## src/rtl/host_if_pkg.sv

```systemverilog
package host_if_pkg;
  typedef enum logic {
    MODE_STROBE = 1'b0,
    MODE_DIR    = 1'b1
  } host_mode_e;

  typedef struct packed {
    logic ce_n;
    logic rd_n;
    logic wr_n;
  } host_ctrl_t;

  localparam int CTRL_W = 3;
endpackage

```

## src/rtl/host_sync.sv

```systemverilog
module host_sync #(
  parameter int WIDTH  = 3,
  parameter int STAGES = 2,
  parameter logic [WIDTH-1:0] IDLE = '1
) (
  input  logic             clk,
  input  logic             rst,
  input  logic [WIDTH-1:0] async_in,
  output logic [WIDTH-1:0] sync_out
);
  logic [WIDTH-1:0] chain [STAGES];

  for (genvar s = 0; s < STAGES; s++) begin : g_stage
    always_ff @(posedge clk) begin
      if (rst) chain[s] <= IDLE;
      else if (s == 0) chain[s] <= async_in;
      else chain[s] <= chain[(s == 0) ? 0 : s-1];
    end
  end

  assign sync_out = chain[STAGES-1];
endmodule

```

## src/rtl/host_access_decode.sv

```systemverilog
module host_access_decode
  import host_if_pkg::*;
(
  input  logic       clk,
  input  logic       rst,
  input  host_mode_e mode,
  input  host_ctrl_t ctrl_s,
  output logic       wr_stb,
  output logic       rd_oe
);
  logic rd_act, wr_act, wr_act_q;

  always_comb begin
    if (mode == MODE_DIR) begin
      rd_act = !ctrl_s.ce_n &&  ctrl_s.rd_n;
      wr_act = !ctrl_s.ce_n && !ctrl_s.rd_n;
    end else begin
      rd_act = !ctrl_s.ce_n && !ctrl_s.rd_n;
      wr_act = !ctrl_s.ce_n && !ctrl_s.wr_n;
    end
  end

  always_ff @(posedge clk) begin
    if (rst) begin
      wr_act_q <= 1'b0;
      rd_oe    <= 1'b0;
    end else begin
      wr_act_q <= wr_act;
      rd_oe    <= rd_act;
    end
  end

  assign wr_stb = wr_act && !wr_act_q;

  assert_one_write_R7: assert property (@(posedge clk) disable iff (rst)
    wr_stb |=> !wr_stb);
  assert_oe_needs_ce_R5: assert property (@(posedge clk) disable iff (rst)
    rd_oe |-> $past(!ctrl_s.ce_n));
  assert_no_write_ce_high_R5: assert property (@(posedge clk) disable iff (rst)
    $past(ctrl_s.ce_n) && ctrl_s.ce_n |-> !wr_stb);
endmodule

```

## src/rtl/host_regfile.sv

```systemverilog
module host_regfile #(
  parameter int ADDR_W = 4,
  parameter int DATA_W = 16
) (
  input  logic              clk,
  input  logic              we,
  input  logic [ADDR_W-1:0] addr,
  input  logic [DATA_W-1:0] wdata,
  output logic [DATA_W-1:0] rdata
);
  localparam int DEPTH = 1 << ADDR_W;
  logic [DATA_W-1:0] mem [DEPTH];

  always_ff @(posedge clk) begin
    if (we) mem[addr] <= wdata;
    rdata <= mem[addr];
  end
endmodule

```

## src/rtl/irq_pulse_gen.sv

```systemverilog
module irq_pulse_gen #(
  parameter int CNT_W = 8
) (
  input  logic             clk,
  input  logic             rst,
  input  logic             event_in,
  input  logic [CNT_W-1:0] len,
  output logic             irq
);
  logic [CNT_W-1:0] remain;

  always_ff @(posedge clk) begin
    if (rst) remain <= '0;
    else if (event_in) remain <= len;
    else if (remain != '0) remain <= remain - 1'b1;
  end

  assign irq = (remain != '0);

  assert_pulse_start_R8: assert property (@(posedge clk) disable iff (rst)
    event_in && (len != '0) |=> irq);
  assert_pulse_rise_R8: assert property (@(posedge clk) disable iff (rst)
    $rose(irq) |-> $past(event_in));
  assert_pulse_hold_R9: assert property (@(posedge clk) disable iff (rst)
    !event_in && (remain > 1) |=> irq);
  assert_zero_len_R10: assert property (@(posedge clk) disable iff (rst)
    event_in && (len == '0) |=> !irq);
endmodule

```

## src/rtl/host_reg_port.sv

```systemverilog
module host_reg_port
  import host_if_pkg::*;
#(
  parameter int ADDR_W      = 4,
  parameter int DATA_W      = 16,
  parameter int SYNC_STAGES = 2,
  parameter int CNT_W       = 8
) (
  input  logic              clk,
  input  logic              rst,
  input  logic              mode_rw,
  input  logic              ce_n,
  input  logic              rd_n,
  input  logic              wr_n,
  input  logic [ADDR_W-1:0] addr,
  input  logic [DATA_W-1:0] data_in,
  output logic [DATA_W-1:0] data_out,
  output logic              data_oe,
  input  logic              data_ready,
  input  logic [CNT_W-1:0]  irq_len,
  output logic              irq
);
  host_ctrl_t ctrl_raw, ctrl_s;
  logic       wr_stb;
  host_mode_e mode;

  assign mode     = host_mode_e'(mode_rw);
  assign ctrl_raw = '{ce_n: ce_n, rd_n: rd_n, wr_n: wr_n};

  host_sync #(.WIDTH(CTRL_W), .STAGES(SYNC_STAGES), .IDLE('1)) u_sync (
    .clk(clk), .rst(rst), .async_in(ctrl_raw), .sync_out(ctrl_s)
  );

  host_access_decode u_dec (
    .clk(clk), .rst(rst), .mode(mode), .ctrl_s(ctrl_s),
    .wr_stb(wr_stb), .rd_oe(data_oe)
  );

  host_regfile #(.ADDR_W(ADDR_W), .DATA_W(DATA_W)) u_rf (
    .clk(clk), .we(wr_stb), .addr(addr), .wdata(data_in), .rdata(data_out)
  );

  irq_pulse_gen #(.CNT_W(CNT_W)) u_irq (
    .clk(clk), .rst(rst), .event_in(data_ready), .len(irq_len), .irq(irq)
  );

  assert_wr_strobe_ignored_R4: assert property (@(posedge clk) disable iff (rst)
    (mode == MODE_DIR) && ctrl_s.rd_n |-> !wr_stb);
  assert_no_oe_during_write_R3: assert property (@(posedge clk) disable iff (rst)
    wr_stb |-> !data_oe);
endmodule

```

## config.mk

```make
export PLATFORM = sky130hd
export DESIGN_NAME = host_reg_port
export DESIGN_NICKNAME = d
export VERILOG_FILES = /design/src/rtl/host_if_pkg.sv /design/src/rtl/host_sync.sv /design/src/rtl/host_access_decode.sv /design/src/rtl/host_regfile.sv /design/src/rtl/irq_pulse_gen.sv /design/src/rtl/host_reg_port.sv
export SDC_FILE = /design/constraint.sdc
export NUM_CORES = 1
export LEC_CHECK = 0
export BUFFER_PORTS_ARGS = -buffer_cell sky130_fd_sc_hd__buf_2
export CORE_ASPECT_RATIO = 1.1
export CORE_MARGIN = 1.5
export CORE_UTILIZATION = 55
export CTS_BUF_LIST = sky130_fd_sc_hd__clkbuf_4
export DETAILED_ROUTE_END_ITERATION = 6
export PLACE_DENSITY_LB_ADDON = 0.25
export SYNTH_ARGS = -nofsm -noshare
export SYNTH_HDL_FRONTEND = slang
export SYNTH_SLANG_ARGS = --single-unit
export TNS_END_PERCENT = 10
```

## constraint.sdc

```tcl
create_clock -name clk -period 3.3 [get_ports clk]
set_clock_uncertainty 0.15 [all_clocks]
set_input_delay 0.165 -clock clk [delete_from_list [all_inputs] [get_ports clk]]
set_output_delay 0.165 -clock clk [all_outputs]
set_load 0.1 [all_outputs]
```

# Word-level counts from Yosys, hierarchy flattened
# Memories as Yosys holds them, arrays and structs flattened. A register that Yosys moved wholly into a read port is not among the register bits.
# Index checks and enable logic that the tools add are counted.
word_totals:
  out_inout_bits: 18
  wordCells: 29
  regBits: 10
  ramBits: 262
  n_memories: 2
classes:
  reduce_logical: 10
  muxes: 11
  add_sub_neg: 1
  bitwise: 2
mem_list:
  columns: ["name", "words", "width", "read_ports", "rd_clocked_by_memory_dff", "wr", "line", "source"]
  rows:
  - ["u_rf.mem", 16, 16, 1, 1, 1, "host_regfile.sv:12", "logic [DATA_W-1:0] mem [DEPTH];"]
  - ["u_sync.chain", 2, 3, 2, 0, 2, "host_sync.sv:11", "logic [WIDTH-1:0] chain [STAGES];"]
op_table:
  columns: ["op", "count"]
  rows:
  - ["$mux 8", 2]
  - ["$reduce_bool 8->1", 1]
  - ["$sub 8x1->8 const B", 1]
  - ["$mux 1", 7]
  - ["$mux 3", 2]
  - ["$logic_and 1x1->1", 4]
  - ["$logic_not 1->1", 4]
  - ["$or 1x1->1", 2]
  - ["$reduce_bool 2->1", 1]

# Logic depth before layout (Yosys ltp)
logic_depth:
  depth_word: 6
  depth_mapped: 6
  depth_no_buf: 5

# Hierarchy
# Synthesis repeated with hierarchy kept, for this count alone.
hier_totals:
  cells_unflattened: 507
  hier_area_um2: 10739.0
by_module_without_submodules:
  columns: ["module", "n_inst", "area_each_um2", "cells_per_inst"]
  rows:
  - ["host_regfile", 1, 10023.4, 434]
  - ["irq_pulse_gen", 1, 479.2, 54]
  - ["host_sync", 1, 157.7, 12]
  - ["host_access_decode", 1, 78.8, 7]

# Worst setup path before layout
# Ideal clock, no wire load.
synth_path:
  kind: "flip-flop to flip-flop"
  start: "memory u_sync.chain[1][1]"
  end: "memory u_rf.mem[10][0], enable pin"
  slack_ns: 0.396
  setup_ns: 0.430
  arrival_time_ns: 2.324
  path_stages_with_launch: 5
  synth_period_minus_slack_ns: 2.904
  n_path_buf: 1
  path_cell_list: "dfxtp_1 mux2i_1 nand4bb_1 clkbuf_1 nor4_1"
synth_rtl:
  columns: ["item", "line"]
  rows:
  - ["from (decl)", "host_sync.sv:11"]
  - ["to (decl)", "host_regfile.sv:12"]

# Final worst setup path
layout_path:
  start: "register u_irq.remain[0]"
  end: "output irq"
layout_via:
  elab_chain_len: 1
layout_rtl:
  columns: ["item", "line", "source"]
  rows:
  - ["from (decl)", "irq_pulse_gen.sv:10", "logic [CNT_W-1:0] remain;"]
  - ["from (signal assigned)", "irq_pulse_gen.sv:14", "else if (event_in) remain <= len;"]
  - ["from (signal assigned)", "irq_pulse_gen.sv:15", "else if (remain != '0) remain <= remain - 1'b1;"]
  - ["$reduce_bool 8->1", "irq_pulse_gen.sv:18", "assign irq = (remain != '0);"]
  - ["to (decl)", "host_reg_port.sv:21", "output logic irq"]
# Every way passes these cells.

==> results.sh <==
export IMPL_drt_wirelength_per_cell_microns=21.4
export IMPL_timing_final_max_slew_violations=0
export IMPL_cap_violations=0
export IMPL_synth_seq_cells=288
export IMPL_leading_cell_type_in_the_layout_fill_and_taps_excluded="sky130_fd_sc_hd__edfxtp_1"
export IMPL_ant_nets=0
export IMPL_areaGrowthSynthToFinish_pct=19.2
export IMPL_number_of_enable_type_register_cells_in_the_synthesized_netlist=256
export IMPL_tightestPinTransition_ns=0.977
export IMPL_dp_cells=820
export IMPL_final_period_minus_worst_setup_slack_ns=2.88
export IMPL_dr_total_vias=5694
export IMPL_classification_of_the_worst_setup_path="flop to output port"
export IMPL_status="finished, final reports clean"
export IMPL_io_buffers=52
export IMPL_core_sq_um=19700
export IMPL_power_ir_vdd_worst_uv=311
export IMPL_gp_routability_congestion=0.784
export IMPL_synth_cell_types=49
export IMPL_die_h_microns=151
export IMPL_hpwlAfterDp_microns=12600
export IMPL_final_hold_violation_count=0
export IMPL_worst_setup_path_start_kind="flop"
export IMPL_worstHoldPathType="input pin to flop"
export IMPL_slew_limit_headroom_pct=34.9
export IMPL_netlist_instances=516
export IMPL_synthesis_nets=553
export IMPL_die_area_sq_um=20800
export IMPL_number_of_warnings_reported_in_the_yosys_synthesis_log=0
export IMPL_postRouteWirelength_microns=21300
export IMPL_via_count_of_the_first_global_routing_pass=6127
export IMPL_layout_drive_gt1_share_pct=34.5
export IMPL_chipWidth_microns=138
export IMPL_route_detailed_drc=0
export IMPL_worst_endpoint_arrival_ns=2.56
export IMPL_timing_critical_path_required_ns=2.98
export IMPL_cts_buffers=70
export IMPL_post_synthesis_average_cell_area_sq_um=21.3
export IMPL_initial_core_utilization_pct=55.7
export IMPL_pre_antenna_drt_iters=5
export IMPL_sequential_area_share_after_synthesis_pct=75.9
export IMPL_number_of_antenna_violations_at_the_first_check_in_global_routing=1
export IMPL_io_pins=53
export IMPL_power_density_nw_per_um2=571
export IMPL_maxClockFrequency_mhz=347
export IMPL_setup_violations=0
export IMPL_postCtsSetupBuffers=0
export IMPL_leakage_nw=4.55
export IMPL_finalCritPeriodShare_pct=87.2
export IMPL_final_cell_mix="sky130_fd_sc_hd__edfxtp_1, sky130_fd_sc_hd__clkbuf_4, sky130_fd_sc_hd__dlygate4sd3_1, sky130_fd_sc_hd__buf_2, sky130_fd_sc_hd__mux4_2"
export IMPL_drt_vias_per_instance=5.71
export IMPL_post_layout_nonfiller_instances=997
export IMPL_pin_count_of_the_biggest_net_entering_global_routing=65
export IMPL_htree_num_levels=3
export IMPL_cts_max_path_buffers=3
export IMPL_gr_total_overflow=0
export IMPL_cts_tree="built"
export IMPL_drt_initial_drc_count=327
export IMPL_cp_max_fo=6
export IMPL_tns_ns=0
export IMPL_grtUsageTotal_pct=21.9
export IMPL_grt_first_pass_wirelength_microns=32700
export IMPL_clock_sink_count=288
export IMPL_clock_tree_root_cell="sky130_fd_sc_hd__clkbuf_4"
export IMPL_ys_dominant_reg_cell="sky130_fd_sc_hd__edfxtp_1"
export IMPL_kind_of_end_point_of_the_critical_path="output port"
export IMPL_ys_async_sr_fraction_pct=0
export IMPL_setup_repair_after_global_routing_missed_its_margin="no"
export IMPL_cts_reportedPaths_clkPinSlew_ns=0.06
export IMPL_worst_skew_pair_late_latency_ns=0.65
export IMPL_core_rowCount=54
export IMPL_finalNetCount=728
export IMPL_synthesis_area_sq_um=11000
==> path summary, 6_finish.rpt <==
path | startpoint | end | slack, ns | depth (start not counted)
min | addr[0] | u_rf.mem[12][3]$_DFFE_PP_ | 0.12 | 2
min reg2reg | u_sync.chain[0][0]$_SDFF_PP1_ | u_sync.chain[1][0]$_SDFF_PP1_ | 0.26 | 1
max reg2reg | u_sync.chain[1][1]$_SDFF_PP1_ | u_rf.mem[0][12]$_DFFE_PP_ | 0.59 | 4
max | u_irq.remain[0]$_SDFFE_PP0P_ | irq | 0.42 | 6
==> synth_stat cells (all sizes together) (4+ instances only) <==
cell    count  share of area [%]
buf        19                1.4
nand2      25               0.85
a22oi      32                2.2
clkbuf      8               0.40
mux4       64                 14
dfxtp      32                5.8
nor4        6               0.59
inv         8               0.27
nor3       14               0.91
nor3b       4               0.27
or2         7               0.40
edfxtp    256                 70
==> timing repair <==
item / CTS / global route
hold buffers: 51 / 0
endpoints found under the hold margin: 303 / 0
gates resized for setup: 0 / 0
==> area by class of cell <==
class	instances	area, sq um
Clock inverter	19	100
Antenna cell	1	2.50
Sequential cell	288	8330
Multi-Input combinational cell	191	2490
Tap cell	252	315
Fill cell	1352	6640
Clock buffer	106	796
Timing Repair Buffer	132	1030
Inverter	8	30.0
==> flip-flops by register name (all words and copies together) (netlist names) <==
register        cells
u_rf.mem          256
u_rf.rdata         16
u_irq.remain        8
u_sync.chain        6
u_dec.rd_oe         1
u_dec.wr_act_q      1
==> through the flow <==
stage	utilization [%]	power [W]	setup slack, ns	area [sq um]	hold WS [ns]
final	66.4	0.00748	0.422	13100	0.120
after global placement	59.2	0.00463	0.606	11700	0.198
after detailed placement	59.2	0.00464	0.582	11700	0.203
after global routing	66.4	0.00778	0.258	13100	0.109
after floorplan	-	0.00450	0.396	11000	0.114
after CTS	66.3	0.00756	0.355	13100	0.0843
==> power breakdown <==
group	leakage (nW)	switching, W	internal [W]
clock network	0.540	0.00131	0.00155
registers	2.57	0.0000238	0.00400
logic	1.44	0.000388	0.000206
==> cell families (layout without fill, tap and decap cells) <==
kind of cell | Yosys count | count (layout) | share of synthesized area, %
AOI/OAI and AO/OA | 47 | 47 | 3.25
buffers and inverters | 37 | 265 | 2.29
other | 0 | 1 | 0
adders and majority gates | 2 | 2 | 0.228
DFF | 288 | 288 | 75.9
xor gates and xnor gates | 3 | 3 | 0.239
muxes | 65 | 65 | 14.0
and+or+nand+nor | 74 | 74 | 4.10
==> critical path, cell delays in order, from the launching register on <==
cell and delay (ns):
sky130_fd_sc_hd__dfxtp_1 0.37, sky130_fd_sc_hd__inv_1 0.10, sky130_fd_sc_hd__ha_1 0.19, sky130_fd_sc_hd__nor3b_1 0.62
sky130_fd_sc_hd__and2_1 0.30, sky130_fd_sc_hd__inv_1 0.05, sky130_fd_sc_hd__buf_2 0.28
==> layer usage <==
| layer | share of wire, % | GRT usage [%] | vias up |
|---|---|---|---|
| li1 | - | - | 2569 |
| met1 | 40 | 26.9 | 2877 |
| met2 | 52 | 37.2 | 216 |
| met3 | 6.6 | 5.02 | 32 |
| met4 | 2.0 | 9.53 | 0 |
| met5 | 0 | 0 | - |
Power figures use the tool's default switching activity.
